$ cat src/rtl/i2c_bus_unstick_pkg.sv
package i2c_bus_unstick_pkg;
  typedef enum logic [2:0] {
    ST_IDLE    = 3'd0,
    ST_RELEASE = 3'd1,
    ST_CHECK   = 3'd2,
    ST_LOW     = 3'd3,
    ST_HIGH    = 3'd4,
    ST_FINISH  = 3'd5
  } unstick_state_e;
endpackage

$ cat src/rtl/unstick_sync.sv
module unstick_sync #(
  parameter int STAGES = 2
) (
  input  logic clk,
  input  logic rst_n,
  input  logic d_i,
  output logic q_o
);
  logic [STAGES-1:0] stage_q;

  generate
    for (genvar g = 0; g < STAGES; g++) begin : g_stage
      if (g == 0) begin : g_first
        always_ff @(posedge clk or negedge rst_n) begin
          if (!rst_n) stage_q[0] <= 1'b1;
          else        stage_q[0] <= d_i;
        end
      end else begin : g_rest
        always_ff @(posedge clk or negedge rst_n) begin
          if (!rst_n) stage_q[g] <= 1'b1;
          else        stage_q[g] <= stage_q[g-1];
        end
      end
    end
  endgenerate

  assign q_o = stage_q[STAGES-1];
endmodule

$ cat src/rtl/unstick_timer.sv
module unstick_timer #(
  parameter int HALF_CYC = 2000
) (
  input  logic clk,
  input  logic rst_n,
  input  logic load_i,
  output logic expired_o
);
  localparam int TW = $clog2(HALF_CYC + 1);
  localparam logic [TW-1:0] RELOAD = TW'(HALF_CYC - 1);

  logic [TW-1:0] cnt_q, cnt_d;

  always_comb begin
    cnt_d = cnt_q;
    if (load_i)           cnt_d = RELOAD;
    else if (cnt_q != '0) cnt_d = cnt_q - 1'b1;
  end

  always_ff @(posedge clk or negedge rst_n) begin
    if (!rst_n) cnt_q <= '0;
    else        cnt_q <= cnt_d;
  end

  assign expired_o = (cnt_q == '0);

  // the countdown never leaves the reload range
  assert_timer_range_R5: assert property (@(posedge clk) disable iff (!rst_n)
    cnt_q <= RELOAD);
endmodule

$ cat src/rtl/unstick_pulse_ctr.sv
module unstick_pulse_ctr #(
  parameter int MAX_PULSES = 100,
  parameter int CW = $clog2(MAX_PULSES + 1)
) (
  input  logic          clk,
  input  logic          rst_n,
  input  logic          clr_i,
  input  logic          inc_i,
  output logic [CW-1:0] cnt_o,
  output logic          at_max_o
);
  logic [CW-1:0] cnt_q, cnt_d;

  always_comb begin
    cnt_d = cnt_q;
    if (clr_i)      cnt_d = '0;
    else if (inc_i) cnt_d = cnt_q + 1'b1;
  end

  always_ff @(posedge clk or negedge rst_n) begin
    if (!rst_n) cnt_q <= '0;
    else        cnt_q <= cnt_d;
  end

  assign cnt_o    = cnt_q;
  assign at_max_o = (cnt_q == CW'(MAX_PULSES));

  assert_cnt_bound_R6: assert property (@(posedge clk) disable iff (!rst_n)
    cnt_q <= CW'(MAX_PULSES));
  assert_cnt_step_R6: assert property (@(posedge clk) disable iff (!rst_n)
    (cnt_q != $past(cnt_q)) |-> (cnt_q == '0 || cnt_q == $past(cnt_q) + 1'b1));
endmodule

$ cat src/rtl/i2c_bus_unstick.sv
module i2c_bus_unstick
  import i2c_bus_unstick_pkg::*;
#(
  parameter int HALF_CYC    = 2000,
  parameter int MAX_PULSES  = 100,
  parameter int SYNC_STAGES = 2,
  parameter int CW          = $clog2(MAX_PULSES + 1)
) (
  input  logic          clk,
  input  logic          rst_n,
  input  logic          start_i,
  input  logic          scl_i,
  input  logic          sda_i,
  output logic          scl_oe_o,
  output logic          sda_oe_o,
  output logic          ctrl_rst_o,
  output logic          reinit_o,
  output logic          done_o,
  output logic          recovered_o,
  output logic          failed_o,
  output logic          busy_o,
  output logic [CW-1:0] pulse_cnt_o
);
  unstick_state_e state_q, state_d;
  logic scl_s, sda_s, bus_free;
  logic tmr_load, tmr_exp;
  logic cnt_clr, cnt_inc, cnt_max;
  logic rec_q, rec_d, fail_q, fail_d;

  unstick_sync #(.STAGES(SYNC_STAGES)) u_sync_scl (
    .clk(clk), .rst_n(rst_n), .d_i(scl_i), .q_o(scl_s));
  unstick_sync #(.STAGES(SYNC_STAGES)) u_sync_sda (
    .clk(clk), .rst_n(rst_n), .d_i(sda_i), .q_o(sda_s));

  unstick_timer #(.HALF_CYC(HALF_CYC)) u_timer (
    .clk(clk), .rst_n(rst_n), .load_i(tmr_load), .expired_o(tmr_exp));

  unstick_pulse_ctr #(.MAX_PULSES(MAX_PULSES), .CW(CW)) u_ctr (
    .clk(clk), .rst_n(rst_n), .clr_i(cnt_clr), .inc_i(cnt_inc),
    .cnt_o(pulse_cnt_o), .at_max_o(cnt_max));

  assign bus_free = scl_s & sda_s;

  always_comb begin
    state_d  = state_q;
    tmr_load = 1'b0;
    cnt_clr  = 1'b0;
    cnt_inc  = 1'b0;
    rec_d    = rec_q;
    fail_d   = fail_q;
    unique case (state_q)
      ST_IDLE: if (start_i) begin
        state_d  = ST_RELEASE;
        tmr_load = 1'b1;
        cnt_clr  = 1'b1;
        rec_d    = 1'b0;
        fail_d   = 1'b0;
      end
      ST_RELEASE: if (tmr_exp) state_d = ST_CHECK;
      ST_CHECK: begin
        if (bus_free) begin
          state_d = ST_FINISH;
          rec_d   = 1'b1;
        end else if (cnt_max) begin
          state_d = ST_FINISH;
          fail_d  = 1'b1;
        end else begin
          state_d  = ST_LOW;
          tmr_load = 1'b1;
        end
      end
      ST_LOW: if (tmr_exp) begin
        state_d  = ST_HIGH;
        tmr_load = 1'b1;
        cnt_inc  = 1'b1;
      end
      ST_HIGH:   if (tmr_exp) state_d = ST_CHECK;
      ST_FINISH: state_d = ST_IDLE;
      default:   state_d = ST_IDLE;
    endcase
  end

  always_ff @(posedge clk or negedge rst_n) begin
    if (!rst_n) begin
      state_q <= ST_IDLE;
      rec_q   <= 1'b0;
      fail_q  <= 1'b0;
    end else begin
      state_q <= state_d;
      rec_q   <= rec_d;
      fail_q  <= fail_d;
    end
  end

  assign scl_oe_o    = (state_q == ST_LOW);
  assign sda_oe_o    = 1'b0;
  assign busy_o      = (state_q != ST_IDLE);
  assign ctrl_rst_o  = busy_o && (state_q != ST_FINISH);
  assign done_o      = (state_q == ST_FINISH);
  assign reinit_o    = (state_q == ST_FINISH);
  assign recovered_o = rec_q;
  assign failed_o    = fail_q;

  assert_outcome_excl_R7: assert property (@(posedge clk) disable iff (!rst_n)
    !(recovered_o && failed_o));
  assert_rst_release_R2: assert property (@(posedge clk) disable iff (!rst_n)
    $fell(ctrl_rst_o) |-> done_o);
  assert_pulse_needs_held_bus_R4: assert property (@(posedge clk) disable iff (!rst_n)
    $rose(scl_oe_o) |-> !$past(bus_free));
  assert_done_single_R8: assert property (@(posedge clk) disable iff (!rst_n)
    done_o |=> !done_o);
  assert_fail_at_limit_R7: assert property (@(posedge clk) disable iff (!rst_n)
    $rose(failed_o) |-> (pulse_cnt_o == CW'(MAX_PULSES)));
endmodule

$ cat config.mk
export PLATFORM = sky130hd
export DESIGN_NAME = i2c_bus_unstick
export DESIGN_NICKNAME = d
export VERILOG_FILES = /design/src/rtl/i2c_bus_unstick_pkg.sv /design/src/rtl/unstick_sync.sv /design/src/rtl/unstick_timer.sv /design/src/rtl/unstick_pulse_ctr.sv /design/src/rtl/i2c_bus_unstick.sv
export SDC_FILE = /design/constraint.sdc
export NUM_CORES = 1
export LEC_CHECK = 0
export ABC_AREA = 1
export BUFFER_PORTS_ARGS = -buffer_cell sky130_fd_sc_hd__buf_4
export CAP_MARGIN = 25
export CORE_MARGIN = 1.5
export CORE_UTILIZATION = 42
export CTS_CLUSTER_DIAMETER = 30
export DETAILED_ROUTE_END_ITERATION = 8
export PLACE_DENSITY = 0.73
export SKIP_LAST_GASP = 1
export SLEW_MARGIN = 20
export SYNTH_ARGS = -nofsm -noshare
export SYNTH_HDL_FRONTEND = slang
export SYNTH_HIERARCHICAL = 1
export SYNTH_SLANG_ARGS = --single-unit
$ cat constraint.sdc
create_clock -name clk -period 2.4 [get_ports clk]
set_clock_uncertainty 0.1 [all_clocks]
set_input_delay 0.12 -clock clk [delete_from_list [all_inputs] [get_ports clk]]
set_output_delay 0.12 -clock clk [all_outputs]
set_load 0.01 [all_outputs]
==> impl_metrics.py <==
metrics = {
    "routing": {
        "drt_pass1_iterations": 4,
        "drc": 0,
        "drt_iter0_drc": 64,
        "drt-total-wl_um": 2740,
        "vias": 1247,
        "via_per_inst": 4.65,
        "post_drt_wl_per_cell_um": 10.2,
        "final_antenna_net_count": 0,
    },
    "cells_and_area": {
        "multiInputGateArea_um2": 663,
        "fin_nets": 231,
        "seq_area_um2": 681,
        "syn_to_final_growth_pct": 16.2,
        "fin_util_pct": 51.3,
        "drive_gt1_share_pct": 20.3,
        "most-common-layout-cells": "nand2_1 (44), inv_1 (33), nand3_1 (24)",
        "antenna_cells": 0,
        "fillers": 341,
        "layout_commonest_cell": "nand2_1",
    },
    "yosys": {
        "synth.top_cell.area_share_pct": 38.4,
        "synth_top_cells_by_area": "dfrtp_1 (38%), nand2_1 (11%), inv_1 (8.3%)",
        "yosysSeqAreaShare_pct": 45.4,
        "postSynthAreaPerCell_um2": 7.56,
        "syn_inst": 198,
        "ys.warnings.count": 6,
        "syn_area_um2": 1500,
        "synth_area_leader_cell": "dfrtp_1",
        "yosysUniqueCellTypes": 23,
        "synth.net_count": 206,
        "synth-seq-cells": 27,
    },
    "global_route": {
        "use_met1_pct": 20.1,
        "antenna_found_initial": 0,
        "track_usage_pct": 15.1,
        "use_met3_pct": 1.80,
        "busiest_layer": "met2",
        "grt_max_degree": 28,
        "grt_pass1_wl_um": 4800,
        "met2_usage_pct": 24.7,
        "grt_overflow_total": 0,
        "grt_pass1_vias": 1139,
    },
    "cts": {
        "cts_buffers": 3,
        "cts_sinks": 27,
        "cts_tree": "built",
        "cts_resized": 0,
        "clk_pin_slew_ps": 150,
        "clk_latency_ps": 320,
        "cts_buffer_depth": 2,
        "cts_max_level": 1,
        "cts_root_buffer": "clkbuf_4",
    },
    "hold_path": {
        "hold_path_end": "state_q[0]$_DFFE_PN0P_",
        "hp-start": "start_i",
        "worstHoldPathType": "in -> reg",
        "hold_depth": 5,
    },
    "setup_path": {
        "rrSetupSlack_ps": 310,
        "worstSetupPathType": "reg -> reg",
        "rr_endpoint": "u_ctr/cnt_o[6]$_DFFE_PN0P_",
        "path_max_fanout": 10,
        "crit_arrival_ps": 2230,
        "start_kind": "register",
        "reg2regPathDepth": 13,
        "crit_required_ps": 2540,
        "r2r_start": "u_timer/cnt_q[0]$_DFFE_PN0P_",
        "worstSetupEndpointType": "register",
    },
    "floorplan": {
        "ios": 20,
        "placementRows": 21,
        "die_y_um": 62.7,
        "die-area_um2": 3930,
        "initial_core_util_pct": 44.2,
        "die_w_um": 62.7,
        "core_region_area_um2": 3390,
    },
    "sta": {
        "rsz0062_at_grt": "no",
        "max_freq_mhz": 478,
        "tns_ps": 0,
        "hold_viol_final": 0,
        "min_period_ps": 2090,
        "slew_viol_final": 0,
        "final-setup-viol-count": 0,
        "finalCritPeriodShare_pct": 87.2,
        "fin_hold_ws_ps": 110,
    },
    "flow_run": {
        "drv_cap": 0,
    },
    "place": {
        "hpwl_um": 2030,
        "io_buffer_count": 18,
        "gp_congestion": 0.903,
    },
    "pwr": {
        "total_power_w": 0.000704,
        "powerDensity_nw_per_um2": 404,
        "vdd_drop_max_uv": 252,
        "total_leakage_power_nw": 0.911,
    },
    "outcome": {
        "status": "finished clean",
    },
}
==> report_power, final <==
group	total [W]	switching [W]	internal [W]
logic	0.0000372	0.0000211	0.0000161
clock network	0.000197	0.000135	0.0000624
registers	0.000470	0.00000413	0.000465
==> logic make-up (layout without fill, tap and decap cells) <==
family / after synthesis / in the layout / synth area share, %
other: 1 / 1 / 0.250
buffers and inverters: 39 / 63 / 10.3
adders and majority gates: 3 / 3 / 2.51
DFF: 27 / 27 / 45.4
and+or+nand+nor: 107 / 107 / 33.9
xor gates and xnor gates: 1 / 1 / 0.585
AOI/OAI and AO/OA: 20 / 20 / 7.02
==> metrics by stage <==
| step | area, µm² | std cells | worst slack [ps] |
|---|---|---|---|
| global placement | 1680 | 261 | 404 |
| detailed placement | 1680 | 261 | 312 |
| CTS | 1740 | 268 | 310 |
| finish | 1740 | 268 | 306 |
| global route | 1740 | 268 | 63.5 |
| floorplan | 1500 | 198 | 458 |
==> how the worst max path moves through the flow <==
stage,from,end
final,u_timer/cnt_q[0]$_DFFE_PN0P_,u_ctr/cnt_o[6]$_DFFE_PN0P_
after global placement,u_timer/cnt_q[0]$_DFFE_PN0P_,u_ctr/cnt_o[5]$_DFFE_PN0P_
after CTS,u_timer/cnt_q[0]$_DFFE_PN0P_,u_ctr/cnt_o[6]$_DFFE_PN0P_
after floorplan,u_timer/cnt_q[0]$_DFFE_PN0P_,u_timer/cnt_q[5]$_DFFE_PN0P_
after detailed placement,u_timer/cnt_q[0]$_DFFE_PN0P_,u_ctr/cnt_o[6]$_DFFE_PN0P_
after global routing,u_timer/cnt_q[0]$_DFFE_PN0P_,u_ctr/cnt_o[4]$_DFFE_PN0P_
==> timing repair <==
action | 4_1_cts | 5_1_grt
setup buffers | 0 | 0
hold endpoints to repair | 29 | 0
hold buffers | 3 | 0
==> cell type report <==
cell class / instances / share of cell area [%]
clock buffer: 3 / 1.29
clock inverter: 1 / 0.288
inverter: 37 / 7.98
multi-input combinational: 132 / 38.1
sequential: 27 / 39.1
tap: 46 / 3.31
timing repair buffer: 22 / 9.92
==> critical path: stages (launching register included) <==
cell and delay [ps]:
dfrtp_1 420, inv_1 100, ha_1 240, nand3_4 120, nor2_4 200, nand2_4 120, inv_1 120, nand2_1 80
inv_1 140, nor2_4 60, nor2_1 120, nand3_1 90, nand2_1 60, nor2_1 40
==> per-layer routing <==
layer | share of wire, % | routed length, µm
met4 | 0.99 | 27
met5 | 0 | 0
met1 | 50 | 1360
met2 | 46 | 1250
met3 | 3.7 | 100
==> registers in the layout (all words and copies together), names as in the netlist <==
| signal | cells |
|---|---|
| u_timer/cnt_q | 11 |
| u_ctr/cnt_o | 7 |
| state_q | 3 |
| failed_o | 1 |
| recovered_o | 1 |
| u_sync_scl/q_o | 1 |
| u_sync_scl/stage_q | 1 |
| u_sync_sda/q_o | 1 |
| u_sync_sda/stage_q | 1 |
==> Yosys cell counts <==
cell and number:
dfrtp_1 23, inv_1 33, o21ai_1 1, nand3_1 24
conb_1 1, nand2_4 1, nor2_4 3, a21oi_1 12
ha_1 3, nand3b_1 1, nand3_2 1, nor2_2 5
dfstp_2 4, nand2_2 3, inv_2 4, buf_4 2
nand3_4 1, nand4_1 1, o21ai_0 5, nand2_1 44
xor2_1 1, o211ai_1 2, nor2_1 23
No activity file was read; power rests on OpenSTA's default activity.
